## src/rtl/usb_ep0_host_ctl.sv

```systemverilog
module usb_ep0_host_ctl #(
  parameter int LIM_W    = 5,
  parameter int MISS_MAX = 3
) (
  input  logic             clk,
  input  logic             rst_n,
  input  logic             wr_en,
  input  logic [7:0]       wr_data,
  input  logic             wr_lock,
  input  logic             svc_ack,
  input  logic             irq_en,
  input  logic [LIM_W-1:0] nak_limit,
  input  logic             frame_tick,
  output logic             req_valid,
  output logic [1:0]       req_kind,
  output logic             req_status,
  output logic             req_toggle,
  input  logic             res_valid,
  input  logic [2:0]       res_code,
  output logic [7:0]       csr,
  output logic             irq
);
  localparam int MISS_W = $clog2(MISS_MAX + 1);
  localparam logic [2:0] RC_ACK = 3'd0, RC_NAK = 3'd1, RC_STALL = 3'd2,
                         RC_DATA = 3'd3, RC_MISS = 3'd4;
  localparam logic [1:0] K_SETUP = 2'd0, K_OUT = 2'd1, K_IN = 2'd2;

  logic halt, stat, inreq, err, setup, stall, txr, rxr, tog;
  logic [MISS_W-1:0] miss_cnt;
  logic [LIM_W-1:0]  nak_cnt;
  logic              nak_run;

  assign csr        = {halt, stat, inreq, err, setup, stall, txr, rxr};
  assign req_valid  = (txr | inreq) & ~halt & ~err & ~stall;
  assign req_kind   = txr ? (setup ? K_SETUP : K_OUT) : K_IN;
  assign req_status = stat;
  assign req_toggle = tog;
  assign irq        = err | (irq_en & rxr);

  wire sw        = wr_en & ~wr_lock;
  wire take      = res_valid & req_valid;
  wire got_ok    = take & (res_code == RC_ACK || res_code == RC_DATA);
  wire got_nak   = take & (res_code == RC_NAK);
  wire got_stall = take & (res_code == RC_STALL);
  wire got_miss  = take & (res_code == RC_MISS);
  wire miss_last = got_miss && (miss_cnt == MISS_W'(MISS_MAX - 1));
  wire abort     = got_stall | miss_last;
  wire nak_step  = nak_run & frame_tick & ~take & (nak_limit != '0);
  wire nak_to    = nak_step & ({1'b0, nak_cnt} + 1'b1 >= {1'b0, nak_limit});

  always_ff @(posedge clk) begin
    if (!rst_n) begin
      {halt, stat, inreq, err, setup, stall, txr, rxr, tog} <= '0;
      miss_cnt <= '0;
      nak_cnt  <= '0;
      nak_run  <= 1'b0;
    end else begin
      if (sw) begin
        stat  <= wr_data[6];
        inreq <= wr_data[5];
        setup <= wr_data[3];
        txr   <= wr_data[1];
        if (!wr_data[7]) halt  <= 1'b0;
        if (!wr_data[4]) err   <= 1'b0;
        if (!wr_data[2]) stall <= 1'b0;
        if (wr_data[3] & wr_data[1]) tog <= 1'b0;
        if (wr_data[6] & (wr_data[1] | wr_data[5])) tog <= 1'b1;
      end
      if (svc_ack) rxr <= 1'b0;

      if (got_ok) begin
        tog   <= ~tog;
        stat  <= 1'b0;
        setup <= 1'b0;
        if (txr) txr <= 1'b0;
        else begin
          inreq <= 1'b0;
          rxr   <= 1'b1;
        end
      end
      if (abort) begin
        txr   <= 1'b0;
        inreq <= 1'b0;
        stat  <= 1'b0;
        setup <= 1'b0;
      end
      if (got_stall) stall <= 1'b1;
      if (miss_last) err   <= 1'b1;

      if (got_miss)  miss_cnt <= miss_last ? '0 : miss_cnt + 1'b1;
      else if (take) miss_cnt <= '0;

      if (!req_valid || (take && !got_nak)) begin
        nak_run <= 1'b0;
        nak_cnt <= '0;
      end else if (got_nak) begin
        nak_run <= 1'b1;
      end else if (nak_to) begin
        halt    <= 1'b1;
        nak_run <= 1'b0;
        nak_cnt <= '0;
      end else if (nak_step) begin
        nak_cnt <= nak_cnt + 1'b1;
      end
    end
  end

  assert_setup_clears_toggle_R2: assert property (@(posedge clk) disable iff (!rst_n)
    (sw && wr_data[3] && wr_data[1] && !wr_data[6] && !take) |=> (!req_toggle && req_kind == K_SETUP));

  assert_in_data_sets_rx_R6: assert property (@(posedge clk) disable iff (!rst_n)
    (got_ok && !txr) |=> (csr[0] && !csr[5]));

  assert_third_miss_error_R8: assert property (@(posedge clk) disable iff (!rst_n)
    miss_last |=> (csr[4] && !req_valid && irq));

  assert_halt_blocks_req_R9: assert property (@(posedge clk) disable iff (!rst_n)
    csr[7] |-> !req_valid);

  assert_lock_holds_csr_R10: assert property (@(posedge clk) disable iff (!rst_n)
    (wr_en && wr_lock && !res_valid && !svc_ack && !frame_tick) |=> $stable(csr));

  assert_stall_aborts_R12: assert property (@(posedge clk) disable iff (!rst_n)
    got_stall |=> (csr[2] && !csr[1] && !csr[5] && !req_valid));
endmodule

```

## config.mk

```make
export PLATFORM = sky130hd
export DESIGN_NAME = usb_ep0_host_ctl
export DESIGN_NICKNAME = d
export VERILOG_FILES = /design/src/rtl/usb_ep0_host_ctl.sv
export SDC_FILE = /design/constraint.sdc
export NUM_CORES = 1
export LEC_CHECK = 0
export BUFFER_PORTS_ARGS = -buffer_cell sky130_fd_sc_hd__buf_2
export CORE_UTILIZATION = 49
export DETAILED_ROUTE_END_ITERATION = 16
export PLACE_DENSITY_LB_ADDON = 0.15
export SLEW_MARGIN = 40
export SYNTH_ARGS = -nofsm -noshare
export SYNTH_HDL_FRONTEND = slang
export SYNTH_SLANG_ARGS = --single-unit
```

## constraint.sdc

```tcl
create_clock -name clk -period 3 [get_ports clk]
set_clock_uncertainty 0.2 [all_clocks]
set_input_delay 0.3 -clock clk [delete_from_list [all_inputs] [get_ports clk]]
set_output_delay 0.3 -clock clk [all_outputs]
set_load 0.1 [all_outputs]
```

; Word-level counts from Yosys, hierarchy flattened
; Index checks and enable logic that the tools add are counted.
[word_totals]
output_inout_bits = 14
wordCells = 106
register_bits = 17
[classes]
n_reduce_logical = 22
add_sub_neg = 3
eq_ne = 7
mux = 33
bitwise_logic = 28
magnitude_cmp = 1
[op_table]
columns = op, count
row1 = $mux 1, 27
row2 = $and 1x1->1, 16
row3 = $reduce_bool 2->1, 6
row4 = $mux 5, 2
row5 = $mux 2, 4
row6 = $not 1->1, 8
row7 = $reduce_and 2->1, 4
row8 = $add 5x1->6 const B, 1
row9 = $eq 3x2->1 const B, 2
row10 = $ge 6x5->1, 1
row11 = $add 5x1->5 const B, 1
row12 = $reduce_bool 5->1, 1
row13 = $ne 2x1->1 const B, 2
row14 = $or 1x1->1, 4
row15 = $reduce_or 2->1, 2
row16 = $eq 3x1->1 const B, 1
row17 = $eq 3x3->1 const B, 1
row18 = $logic_not 3->1, 1
row19 = $reduce_bool 3->1, 1
row20 = $reduce_or 3->1, 1
row21 = $add 2x1->2 const B, 1
row22 = $eq 2x2->1 const B, 1
row23 = $logic_and 1x1->1, 2
row24 = $logic_not 1->1, 2
row25 = $logic_or 1x1->1, 2

; Logic depth before layout (Yosys ltp)
[depth]
word_depth = 12
depth_mapped = 9

; Worst setup path after synthesis
; OpenSTA, ideal clock, no wires.
[synth_timing]
path_type = register to register
start = register txr
end = register nak_run
path_stages_with_launch = 6
t_arrival_ns = 3.387
t_required_ns = 2.742
slack_ns = -0.644
n_path_buf = 0
synth_period_minus_slack_ns = 3.644
path_cell_list = dfxtp_1 > o21bai_1 > nor3_1 > nand3_1 > nor3_1 > a31o_2
[synth_between]
elab_chain_len = 10
elab_cells_between_ends = 17
classes_between = 1 x mux / 10 x bitwise / 6 x reduce/logical
[synth_rtl]
columns = item, line_no
row1 = start: declaration, 28  ; logic halt, stat, inreq, err, setup, stall, txr, rxr, tog;
row2 = start signal: assignment, 62  ; txr <= wr_data[1];
row3 = $or 1x1->1 (*), 34  ; assign req_valid = (txr | inreq) & ~halt & ~err & ~stall;
row4 = $and 1x1->1 (*) (3 in a row), 34
row5 = named net req_valid, 14  ; output logic req_valid,
row6 = $and 1x1->1, 41  ; wire take = res_valid & req_valid;
row7 = $not 1->1 / $and 1x1->1 (equally long branches), "48, 43"
row8 = $and 1x1->1 / $logic_not 1->1 (equally long branches), "48, 93"
row9 = $and 1x1->1 / $logic_and 1x1->1 (equally long branches), "48, 93"
row10 = $and 1x1->1 / $logic_or 1x1->1 (equally long branches), "49, 93"
row11 = $reduce_bool 2->1 (no line) / $reduce_or 2->1 (equally long branches), --
row12 = end signal: assignment, 56  ; nak_run <= 1'b0;
row13 = end signal: assignment, 94  ; nak_run <= 1'b0;
row14 = end signal: assignment, 97  ; nak_run <= 1'b1;
row15 = end: declaration, 31  ; logic nak_run;
; Mark *: on every way through the listed nets, which the timed path passes. The rest lies on a longest branch.
; A chain may end at the register's enable or synchronous reset.

; Worst setup path in the final report
[layout_timing]
start = register nak_cnt[0]
end = register nak_cnt[0]
[layout_between]
elab_chain_len = 5
elab_cells_between_ends = 8
classes_between = 2 x add/sub / 1 x order compare / 2 x mux / 1 x bitwise / 2 x reduce/logical
[layout_rtl]
columns = item, line_no
row1 = start: declaration, 30  ; logic [LIM_W-1:0] nak_cnt;
row2 = start signal: assignment, 103  ; nak_cnt <= nak_cnt + 1'b1;
row3 = $add 5x1->6, 49  ; wire nak_to = nak_step & ({1'b0, nak_cnt} + 1'b1 >= {1'b0, nak_limit});
row4 = $ge 6x5->1, 49
row5 = $and 1x1->1, 49
row6 = $reduce_bool 2->1 (no line), --
row7 = $reduce_and 2->1 (no line), --
; Parallel ways exist; a longest one is shown, timed or not. The select of a mux whose other input is x is not followed.

==> summary.md <==
| Metric | Value |
|---|---|
| Outcome | `complete, no violations` |
| Final Core Density | `a little over three fifths` |
| Library cells used by synthesis | `43` |
| Hpwl dp | `roughly 1900 µm` |
| Cts hold-fix bufs | `0` |
| CTS Buf Count | `3` |
| FF-to-FF Start | `nak_cnt[0]` |
| Final Hold Violating Endpoints | `0` |
| Syn Nets | `167` |
| Area growth syn-to-layout | `14.8%` |
| Avg WL per Cell | `between 10 and 15 µm` |
| Post-synthesis sequential area ratio | `30.3%` |
| Final setup viols | `0` |
| FP Rows | `16` |
| Clock Sinks | `17` |
| Ys async rst share | `0%` |
| First-pass DRT Iterations | `4` |
| Total number of vias | `between 1000 and 1500` |
| Logic pwr share | `a little over a quarter` |
| First-pass GRT wire length | `~3700 µm` |
| Worst reg2reg path depth | `9` |
| Pint | `approximately 0.31 mW` |
| Initial Util | `~55%` |
| Die Width | `49.9 µm` |
| Sw power | `about 0.17 mW` |
| Htree depth | `1` |
| Yosys reg bits | `17` |
| Post-layout min period | `roughly 2.3 ns` |
| Final period util | `between 70% and 80%` |
| Switching Share | `between 30% and 40%` |
| Grt ovf | `0` |
| Max Transition Viols Final | `0` |
| PwrDens | `371 nW/µm²` |
| Worst path top cell family by delay | `simple AND/OR/NAND/NOR gates` |
| Crit-path max FO | `5` |
| Startpoint types | `flop` |
| Hold EP | `halt` |
| Fmax | `~430 MHz` |
| CP Class | `flop to flop` |
| Critical path's slowest cell | `dfxtp_1` |
| Share of cells above drive strength 1 | `around 27%` |
| Hold Startpoint | `res_valid` |
| Worst reg-to-reg setup slack | `0.66 ns` |
| Area leader, netlist | `dfxtp_1` |
| Rel. slew slack | `67.5%` |
| Hold path depth | `2` |
| Syn Area/Cell | `~8 µm²` |
| Worst VDD drop | `between 0.3 and 0.4 mV` |
| Slew @ Worst Pin | `0.491 ns` |
| Critical Path Max Stage Delay | `around 0.4 ns` |
| Post-CTS Setup Bufs | `0` |
| Number of flops mapped to enable cells by yosys | `0` |
| Max clock buf depth | `2` |
| Placer congestion estimate | `0.878` |
| Cell chain of the critical path | `ha_1 -> nand3_1 -> xnor2_1 -> ha_1 -> a21oi_1 -> nand2_1 -> a21o_1 -> or3_1 -> a21oi_1` |
| Clk_lat worst skew | `roughly 0.29 ns` |
| Synth Instances | `approximately 140` |
| Initial antenna violation count | `0` |
| Max cap viols | `0` |
| Ranking of synthesized cells by area | `dfxtp_1, ha_1, buf_4` |
| Flop pwr share | `around half` |
| CTS tree | `yes` |
| RSZ-0062 raised after global routing | `false` |
| Final net count | `approximately 200` |
| Die height | `49.9 µm` |
| Post-synth top cells | `dfxtp_1, nand2_1, a21oi_1, buf_4` |
| Overall power | `roughly 0.48 mW` |
| Yosys warnings | `0` |
| Ant diodes | `0` |
| Largest net degree at the start of global routing | `13` |
| Critical path data arrival time | `between 2 and 2.5 ns` |
| Number of vias per cell | `about 5.5` |
| Drt total wl | `~2300 µm` |
| Die ar. | `approximately 2500 µm²` |
| Hold Path Class | `input pin to flop` |
| Total GRT Usage | `between 10% and 20%` |
| Cell with the most instances after synthesis | `dfxtp_1` |
| Clock share of power | `25.1%` |
| Residual DRC | `0` |
| Vias in the first global route | `around 900` |
| CP Capture Type | `flop` |
| Post-Syn Area | `1120 µm²` |
| Main flop type after synthesis | `dfxtp_1` |
| Clock Pin Slew Worst Setup and Hold Paths | `about 0.09 ns` |
| # IOs | `38` |
| Lkg Pwr | `between 0.6 and 0.7 nW` |
| Root Driver | `clkbuf_4` |
| Post-CTS Resized | `0` |
| Core area | `2060 µm²` |
| CP Data Required Time | `a little over 3 ns` |
| Antenna-violating nets left | `0` |
| Synth top area share | `between 30% and 40%` |
| # port buffers | `36` |
| Iter 0 DRT Violations | `18` |
| Post-route setup TNS | `0 ns` |
| Critical path buffer and inverter count | `0` |
| RR Endpoint | `nak_cnt[0]` |
cells in the final DEF, fill, tap and decap left out, types with 2 or more instances in the layout:
cell type  count
xor2_1         3
nand3b_1       2
buf_2         36
a21o_1         3
nor4_1         3
nand3_1        5
nor2_1         7
and3_1         5
nor3_1         6
o21a_1         2
a21boi_1       3
nand2b_1       4
o21ai_0        5
a21oi_1        9
nor2b_1        3
o21ai_1        2
a31o_2         2
dfxtp_1       17
nand2_1       10
clkbuf_4       3
inv_1          7
o31ai_1        2
ha_1           6
layer usage:
metal | routed length, µm | vias to the layer above | GRT usage [%]
met5 | 0 | - | 0
met4 | 0 | 0 | 1.43
met3 | 89 | 0 | 5.56
met2 | 1010 | 27 | 31.8
met1 | 1170 | 471 | 25.9
li1 | - | 555 | -
layout make-up:
| type | instances | area (µm²) |
|---|---|---|
| fill | 207 | 771 |
| multi-input combinational | 102 | 684 |
| sequential | 17 | 340 |
| timing repair buffer | 36 | 180 |
| tap | 27 | 33.8 |
| clock buffer | 4 | 26.3 |
| inverter | 7 | 26.3 |
logic make-up after synthesis:
logic type / Yosys count / synth area share [%]
compound gates: 36 / 21.9
simple gates: 55 / 27.8
fa+ha+maj: 6 / 6.67
buf+inv: 18 / 9.34
mux: 1 / 0.890
flops: 17 / 30.3
xor+xnor: 4 / 3.12
through the flow:
step / hold slack (ns) / worst slack [ns] / cell area [µm²] / cells
after floorplan: 0.204 / 0.310 / 1130 / 137
after global placement: 0.253 / 0.709 / 1260 / 189
after detailed placement: 0.272 / 0.669 / 1260 / 189
after CTS: 0.0156 / 0.641 / 1290 / 193
after global routing: 0.0240 / 0.360 / 1290 / 193
final: 0.0261 / 0.659 / 1290 / 193
flip-flops by register name, summed over array words and instances, names as in the netlist:
name and flops:
txr 1, req_status 1, halt 1, nak_run 1, stall 1, miss_cnt 2
err 1, setup 1, req_toggle 1, inreq 1, nak_cnt 5, rxr 1
worst reg2reg max path, stage by stage, from the launching register on:
cell     delay [ns]
dfxtp_1        0.39
ha_1           0.22
nand3_1        0.10
xnor2_1        0.21
ha_1           0.29
a21oi_1        0.13
nand2_1        0.10
a21o_1         0.20
or3_1          0.32
a21oi_1        0.12
power groups by stage:
stage | combinational (mW) | clock [mW] | sequential, mW
floorplan | 0.0883 | 0 | 0.248
global placement | 0.123 | 0 | 0.239
detailed placement | 0.125 | 0 | 0.239
CTS | 0.125 | 0.126 | 0.234
finish | 0.125 | 0.120 | 0.234
global route | 0.134 | 0.133 | 0.235
how the worst max path moves through the flow:
stage,start,endpoint,slack [ns],cells after the start
after floorplan,txr,req_kind[0],0.31,2
after global placement,nak_cnt[0],nak_cnt[0],0.71,9
after detailed placement,nak_cnt[0],nak_cnt[0],0.67,9
after CTS,nak_cnt[0],nak_cnt[0],0.64,9
after global routing,nak_cnt[0],nak_cnt[0],0.36,9
final,nak_cnt[0],nak_cnt[0],0.66,9
Note: power is estimated with default switching activity, not from simulation.
